### src/rtl/pit_pkg.sv
package pit_pkg;
   // word index decoded from bus_addr[3:2]
   localparam logic [1:0] IDX_MODE  = 2'd0;
   localparam logic [1:0] IDX_STAT  = 2'd1;
   localparam logic [1:0] IDX_VALUE = 2'd2;
   localparam logic [1:0] IDX_IMAGE = 2'd3;
   localparam int         BUS_W     = 32;
endpackage

### src/rtl/pit_prescale.sv
module pit_prescale #(
   parameter int DIV = 16
) (
   input  logic clk,
   input  logic rst_n,
   input  logic run,
   output logic tick
);
   localparam int  PW   = (DIV > 1) ? $clog2(DIV) : 1;
   localparam bit  POW2 = ((1 << PW) == DIV);
   localparam logic [PW-1:0] LAST = PW'(DIV - 1);

   logic [PW-1:0] q;

   generate
      if (DIV < 2) begin : g_bad_div
         $error("pit_prescale: DIV must be at least 2");
      end
      if (POW2) begin : g_pow2
         // natural binary wrap, no compare needed for the reload
         always_ff @(posedge clk or negedge rst_n) begin
            if (!rst_n)    q <= '0;
            else if (!run) q <= '0;
            else           q <= q + 1'b1;
         end
      end else begin : g_modulo
         always_ff @(posedge clk or negedge rst_n) begin
            if (!rst_n)         q <= '0;
            else if (!run)      q <= '0;
            else if (q == LAST) q <= '0;
            else                q <= q + 1'b1;
         end
      end
   endgenerate

   assign tick = run && (q == LAST);

   AST_TICK_SPACING: assert property (@(posedge clk) disable iff (!rst_n)
      tick |=> !tick);
endmodule

### src/rtl/pit_core.sv
module pit_core #(
   parameter int CNT_W  = 20,
   parameter int PCNT_W = 12
) (
   input  logic              clk,
   input  logic              rst_n,
   input  logic              en,
   input  logic              tick,
   input  logic [CNT_W-1:0]  limit,
   input  logic              ack,
   output logic [CNT_W-1:0]  cnt,
   output logic [PCNT_W-1:0] pcnt,
   output logic              flag,
   output logic              busy
);
   localparam logic [PCNT_W-1:0] PCNT_MAX = '1;
   localparam logic [PCNT_W-1:0] PCNT_ONE = PCNT_W'(1);

   logic wrap;

   assign busy = en || (cnt != '0);
   assign wrap = tick && (cnt == limit);

   always_ff @(posedge clk or negedge rst_n) begin
      if (!rst_n)    cnt <= '0;
      else if (wrap) cnt <= '0;
      else if (tick) cnt <= cnt + 1'b1;
   end

   always_ff @(posedge clk or negedge rst_n) begin
      if (!rst_n)                         pcnt <= '0;
      else if (ack)                       pcnt <= wrap ? PCNT_ONE : '0;
      else if (wrap && pcnt != PCNT_MAX)  pcnt <= pcnt + 1'b1;
   end

   always_ff @(posedge clk or negedge rst_n) begin
      if (!rst_n)    flag <= 1'b0;
      else if (wrap) flag <= 1'b1;
      else if (ack)  flag <= 1'b0;
   end

   AST_STEP: assert property (@(posedge clk) disable iff (!rst_n)
      (tick && cnt != limit) |=> cnt == CNT_W'($past(cnt) + 1'b1));
   AST_WRAP_ZERO: assert property (@(posedge clk) disable iff (!rst_n)
      (tick && cnt == limit) |=> (cnt == '0) && flag);
   AST_ACK_CLEAR: assert property (@(posedge clk) disable iff (!rst_n)
      (ack && !(tick && cnt == limit)) |=> (pcnt == '0) && !flag);
   AST_ACK_WRAP: assert property (@(posedge clk) disable iff (!rst_n)
      (ack && tick && cnt == limit) |=> (pcnt == PCNT_ONE) && flag);
   AST_PCNT_SAT: assert property (@(posedge clk) disable iff (!rst_n)
      (pcnt == PCNT_MAX && !ack) |=> pcnt == PCNT_MAX);
   AST_STOP_HOLD: assert property (@(posedge clk) disable iff (!rst_n)
      (!en && cnt == '0) |=> cnt == '0);
endmodule

### src/rtl/pit_timer.sv
module pit_timer #(
   parameter int CNT_W    = 20,
   parameter int PCNT_W   = 12,
   parameter int PRESCALE = 16,
   parameter int EN_POS   = 24,
   parameter int IE_POS   = 25
) (
   input  logic        clk,
   input  logic        rst_n,
   input  logic        bus_sel,
   input  logic        bus_wr,
   input  logic [3:0]  bus_addr,
   input  logic [31:0] bus_wdata,
   output logic [31:0] bus_rdata,
   output logic        irq
);
   import pit_pkg::*;

   localparam logic [BUS_W-1:0] USED_MASK =
      ((BUS_W'(1) << CNT_W) - 1) | (BUS_W'(1) << EN_POS) | (BUS_W'(1) << IE_POS);

   generate
      if (CNT_W + PCNT_W != BUS_W) begin : g_bad_split
         $error("pit_timer: counter and tally must fill one bus word");
      end
      if (EN_POS < CNT_W || IE_POS < CNT_W || EN_POS == IE_POS ||
          EN_POS >= BUS_W || IE_POS >= BUS_W) begin : g_bad_bits
         $error("pit_timer: control bit positions overlap");
      end
   endgenerate

   logic [CNT_W-1:0]  mode_lim;
   logic              mode_en, mode_ie;
   logic [CNT_W-1:0]  cnt;
   logic [PCNT_W-1:0] pcnt;
   logic              flag, busy, tick;
   logic              hit, wr_mode, rd_value;
   logic [1:0]        idx;
   logic              unused_wdata;

   assign idx      = bus_addr[3:2];
   assign hit      = bus_sel && (bus_addr[1:0] == 2'b00);
   assign wr_mode  = hit && bus_wr && (idx == IDX_MODE);
   assign rd_value = hit && !bus_wr && (idx == IDX_VALUE);
   assign unused_wdata = ^(bus_wdata & ~USED_MASK);

   always_ff @(posedge clk or negedge rst_n) begin
      if (!rst_n) begin
         mode_lim <= '0;
         mode_en  <= 1'b0;
         mode_ie  <= 1'b0;
      end else if (wr_mode) begin
         mode_lim <= bus_wdata[CNT_W-1:0];
         mode_en  <= bus_wdata[EN_POS];
         mode_ie  <= bus_wdata[IE_POS];
      end
   end

   pit_prescale #(.DIV(PRESCALE)) u_pre (
      .clk  (clk),
      .rst_n(rst_n),
      .run  (busy),
      .tick (tick)
   );

   pit_core #(.CNT_W(CNT_W), .PCNT_W(PCNT_W)) u_core (
      .clk  (clk),
      .rst_n(rst_n),
      .en   (mode_en),
      .tick (tick),
      .limit(mode_lim),
      .ack  (rd_value),
      .cnt  (cnt),
      .pcnt (pcnt),
      .flag (flag),
      .busy (busy)
   );

   always_comb begin
      bus_rdata = '0;
      unique case (idx)
         IDX_MODE: begin
            bus_rdata[CNT_W-1:0] = mode_lim;
            bus_rdata[EN_POS]    = mode_en;
            bus_rdata[IE_POS]    = mode_ie;
         end
         IDX_STAT:  bus_rdata[0] = flag;
         default:   bus_rdata = {pcnt, cnt};
      endcase
   end

   assign irq = flag && mode_ie;

   AST_IRQ_RAISE: assert property (@(posedge clk) disable iff (!rst_n)
      (tick && cnt == mode_lim && mode_ie && !wr_mode) |=> irq);
   AST_MODE_HOLD: assert property (@(posedge clk) disable iff (!rst_n)
      !wr_mode |=> $stable({mode_lim, mode_en, mode_ie}));
endmodule

### config.mk
export PLATFORM = sky130hd
export DESIGN_NAME = pit_timer
export DESIGN_NICKNAME = d
export VERILOG_FILES = /design/src/rtl/pit_pkg.sv /design/src/rtl/pit_prescale.sv /design/src/rtl/pit_core.sv /design/src/rtl/pit_timer.sv
export SDC_FILE = /design/constraint.sdc
export NUM_CORES = 1
export LEC_CHECK = 0
export CAP_MARGIN = 20
export CORE_ASPECT_RATIO = 1.75
export CORE_MARGIN = 2
export CORE_UTILIZATION = 46
export DETAILED_ROUTE_END_ITERATION = 7
export GPL_TIMING_DRIVEN = 0
export PLACE_DENSITY_LB_ADDON = 0.08
export SKIP_CTS_REPAIR_TIMING = 1
export SLEW_MARGIN = 10
export SYNTH_ARGS = -nofsm -noshare
export SYNTH_HDL_FRONTEND = slang
export SYNTH_SLANG_ARGS = --single-unit
### constraint.sdc
create_clock -name clk -period 2.1 [get_ports clk]
set_input_delay 0.42 -clock clk [delete_from_list [all_inputs] [get_ports clk]]
set_output_delay 0.42 -clock clk [all_outputs]
set_load 0.03 [all_outputs]
==> qor_table.md <==
| Step | Item | This run |
| --- | --- | --- |
| run status | Outcome | finished with violations |
| run status | Violations in the final reports | setup timing |
| logic synthesis | Async set-or-reset flop fraction in the synthesized netlist | 100% |
| detailed routing | Number of violations reported at the end of detailed-routing iteration 0 | 177 |
| setup path | Launching element of the worst setup path | u_core.cnt[12] |
| setup path | Worst setup path endpoint | u_core.pcnt[8] |
| pwr | Maximum vdd ir drop | 0.637 mV |
| logic synthesis | Proportion of synthesized chip area in sequential cells | 43.1% |
| setup path | Cell count along the critical path | 8 |
| setup path | Cell with the biggest individual delay on the critical path | or4_4 |
| finish | Non-filler instance count after layout | 538 |
| sta | Number of hold violations in the final report | 0 |
| sta | Fin Clk Skew | 0.00657 ns |
| clocking | Cts bufs inserted | 9 |
| die | Core footprint | 7230 sq um |
| sta | RSZ-0062 raised after global routing | true |
| setup path | Nature of the critical path startpoint | flip-flop |
| pwr | Total internal power | 2.40 mW |
| pwr | Combinational group share of total power | 18.1% |
| setup path | Startpoint of the worst-slack reg-to-reg timing path | u_core.cnt[12] |
| clocking | Clock network latency to the later pin of the worst-skew pair | 0.33 ns |
| detailed routing | DRC | 0 |
| finish | Most frequent standard cell in the layout excluding fill and tap cells | dfrtp_1 |
| clocking | TritonCTS clock tree | built |
| die | Site row count | 41 |
| setup path | Worst path max stage delay | 0.54 ns |
| clocking | Clock edge transition at the registers on the reported setup and hold paths | 0.05 ns |
| finish | Filler cell count in the final layout | 585 |
| logic synthesis | Distinct cell type count of the synthesized netlist | 42 |
| global route | Antenna violations before repair | 0 |
| sta | Post-route worst setup slack | -0.230 ns |
| finish | Number of inserted diodes | 0 |
| detailed routing | Via count | 3033 |
| placed design | Count of input and output buffers | 62 |
| placed design | Gp weighted congestion | 0.874 |
| detailed routing | Via density | 5.64 |
| logic synthesis | Post-synthesis instance area | 3430 sq um |
| setup path | Cell count of the worst reg-to-reg path | 8 |
| die | I/O pin count | 73 |
| die | Initial standard-cell utilization of the core | 47.4% |
| setup path | Required arrival time at the worst endpoint | 2.37 ns |
| logic synthesis | Number of warnings reported in the yosys synthesis log | 0 |
| die | Die outline width | 69.2 microns |
| finish | Top library cells by usage in the layout, fill and taps aside | dfrtp_1 (53), nand2_1 (44), clkdlybuf4s50_1 (27) |
| global route | Wire length of the first global-routing pass | 15.6 mm |
| hold path | Hold/Removal Path Class | in -> async |
| sta | Number of slew-limit violations in the final report | 0 |
| logic synthesis | Synthesis-stage register bit count | 59 |
| setup path | Family of cells with the greatest summed delay on the critical path | simple AND/OR/NAND/NOR gates |
| clocking | Cell at the root of the clock tree | clkbuf_16 |
| sta | Worst slew margin | 49.1% |
| logic synthesis | Syn avg cell area | 9.46 sq um |
| setup path | Total buffers and inverters traversed by the critical path | 2 |
| sta | Final setup fails | 12 |
| pwr | Static Leakage | 2.42 nW |
| setup path | Setup slack of the most critical reg-to-reg path | -0.23 ns |
| pwr | Proportion of power drawn by the clock network | 40.1% |
| logic synthesis | Nets in the synthesized netlist | 406 |
| pwr | Design Power | 3.33 mW |
| pwr | Ratio of total power to cell area | 700 nW/um^2 |
| detailed routing | Final antenna-violating net count | 0 |
| sta | Slew of the pin with the lowest slew margin | 0.763 ns |
| setup path | WP data arrival | 2.60 ns |
| die | Chip height | 118 microns |
| setup path | Chain of cells forming the critical path | clkbuf_8 -> xor2_1 -> nor4_2 -> nand2_1 -> or4_4 -> buf_6 -> or4_1 -> nand2_1 |
| global route | Global router's overall resource usage | 24.6% |
| finish | Share of final-layout standard cells stronger than drive strength 1 | 25.4% |
| global route | Pin count of the biggest net entering global routing | 60 |
| global route | Via count of the first global-routing pass | 3083 |
| clocking | Clock Sink Count | 59 |
| detailed routing | First-pass detailed-route iteration total | 4 |
| setup path | Max FO, Critical Path | 10 |
| logic synthesis | Primary flip-flop cell chosen by synthesis mapping | dfrtp_1 |
| clocking | Maximum number of buffers from clock root to sink | 2 |
| die | Total Die Area | 8180 sq um |
| sta | Maximum frequency from static timing analysis | 429 MHz |
| setup path | Setup Crit Path Kind | reg -> reg |
| placed design | Half-perimeter wire length after detailed placement | 7.08 mm |
| placed design | Placed Instances | 510 |
| setup path | Critical R2R Capture | u_core.pcnt[8] |
| clocking | H-tree level count | 3 |
| sta | Period utilisation layout | 111% |
| run | Max-cap violation count | 0 |
| pwr | Sequential share of power | 41.8% |
| global route | Overflow left after global routing | 0 |
| detailed routing | Post-DR wirelength/cell | 18.4 microns |
| finish | Layout overhead on the synthesized area | 38.9% |
| pwr | Net Sw Power | 0.927 mW |
| sta | Minimum clock period after layout | 2.33 ns |
| detailed routing | Routed WL | 9.89 mm |
| setup path | Most Frequent Cell on Critical Path | nand2_1 |
| logic synthesis | Post-synthesis cell count | 362 |
| pwr | Net switching share of the total power | 27.8% |
| setup path | Type of element capturing the critical path | flip-flop |
| logic synthesis | Number of enable flip-flop cells after synthesis | 0 |
| finish | Layout Nets | 491 |
-- registers in the layout, summed over array words and instances (netlist names) --
signal,cells
u_core.pcnt,12
u_core.flag,1
mode_ie,1
mode_lim,20
mode_en,1
u_core.cnt,20
u_pre.q,4
-- Yosys cell counts, types with 2 or more instances --
cell | n | area, sq um
a311oi_1 | 2 | 17.5
nor4_2 | 2 | 25.0
buf_2 | 3 | 15.0
ha_1 | 4 | 50.1
clkbuf_1 | 14 | 52.6
or4_1 | 4 | 30.0
nand4_1 | 8 | 50.1
a22o_1 | 9 | 78.8
nor2b_1 | 2 | 12.5
mux2i_1 | 5 | 50.1
nand3_1 | 13 | 65.1
mux2_2 | 23 | 259
and4_1 | 4 | 35.0
buf_1 | 3 | 11.3
dfrtp_1 | 59 | 1480
a21oi_1 | 4 | 20.0
xor2_1 | 26 | 228
xnor2_1 | 10 | 87.6
nor3_1 | 8 | 40.0
nand3b_1 | 2 | 15.0
or3_1 | 4 | 25.0
and3_1 | 2 | 12.5
nand2b_1 | 15 | 93.8
nor2_1 | 28 | 105
inv_1 | 5 | 18.8
nor4_1 | 9 | 56.3
o21ai_0 | 20 | 100
o211ai_1 | 4 | 30.0
buf_6 | 2 | 22.5
nor4b_1 | 2 | 17.5
nand2_1 | 44 | 165
and2_1 | 12 | 75.1
-- cell families after synthesis --
| logic type | share of synthesized area, % |
|---|---|
| AO/OA/AOI/OAI | 8.88 |
| XOR/XNOR | 9.20 |
| adder cells (fa/ha/maj) | 1.46 |
| flip-flops | 43.1 |
| AND/OR/NAND/NOR | 24.8 |
| multiplexers | 9.02 |
| buffers and inverters | 3.51 |
-- power by group through the flow --
stage	combinational [mW]	clock, mW	sequential [mW]
global route	0.655	1.42	1.41
CTS	0.595	1.36	1.39
global placement	0.585	0	1.40
floorplan	0.370	0	1.36
finish	0.602	1.33	1.39
detailed placement	0.593	0	1.41
-- how the worst min path moves through the flow --
stage | from | endpoint | slack, ns | cells after the start
floorplan | rst_n | mode_en | 0.12 | 0
detailed placement | u_pre.q[0] | u_pre.q[0] | 0.46 | 1
finish | rst_n | u_pre.q[2] | 0.17 | 1
global placement | u_pre.q[0] | u_pre.q[0] | 0.45 | 1
CTS | rst_n | u_pre.q[0] | 0.20 | 1
global route | rst_n | u_core.cnt[13] | 0.23 | 1
-- metrics by stage --
step	cell area [sq um]	setup TNS (ns)	setup WS (ns)	hold slack, ns	utilization [%]
floorplan	3450	-0.319	-0.101	0.124	-
global placement	4180	-131.13	-1.35	0.451	57.7
detailed placement	4170	-53.41	-1.17	0.458	57.7
CTS	4450	-46.41	-1.17	0.200	61.5
global route	4760	-4.19	-0.357	0.235	65.8
finish	4760	-1.42	-0.230	0.173	65.8
-- final cells by class --
class,count,area (sq um),share of cell area [%]
Buffer,17,134,2.81
Clock buffer,14,264,5.55
Clock inverter,2,10.0,0.210
Inverter,5,18.8,0.395
Multi-Input combinational cell,276,1980,41.6
Sequential cell,59,1480,31.2
Tap cell,86,108,2.26
Timing Repair Buffer,79,762,16.0
-- per-layer routing --
metal | global-route usage, % | up-vias | routed length [microns]
met5 | 0 | - | 0
met4 | 13.5 | 0 | 348
met3 | 4.52 | 23 | 522
met2 | 43.2 | 108 | 5460
met1 | 27.6 | 1464 | 3560
li1 | - | 1438 | -
No activity file was read; power rests on OpenSTA's default activity.
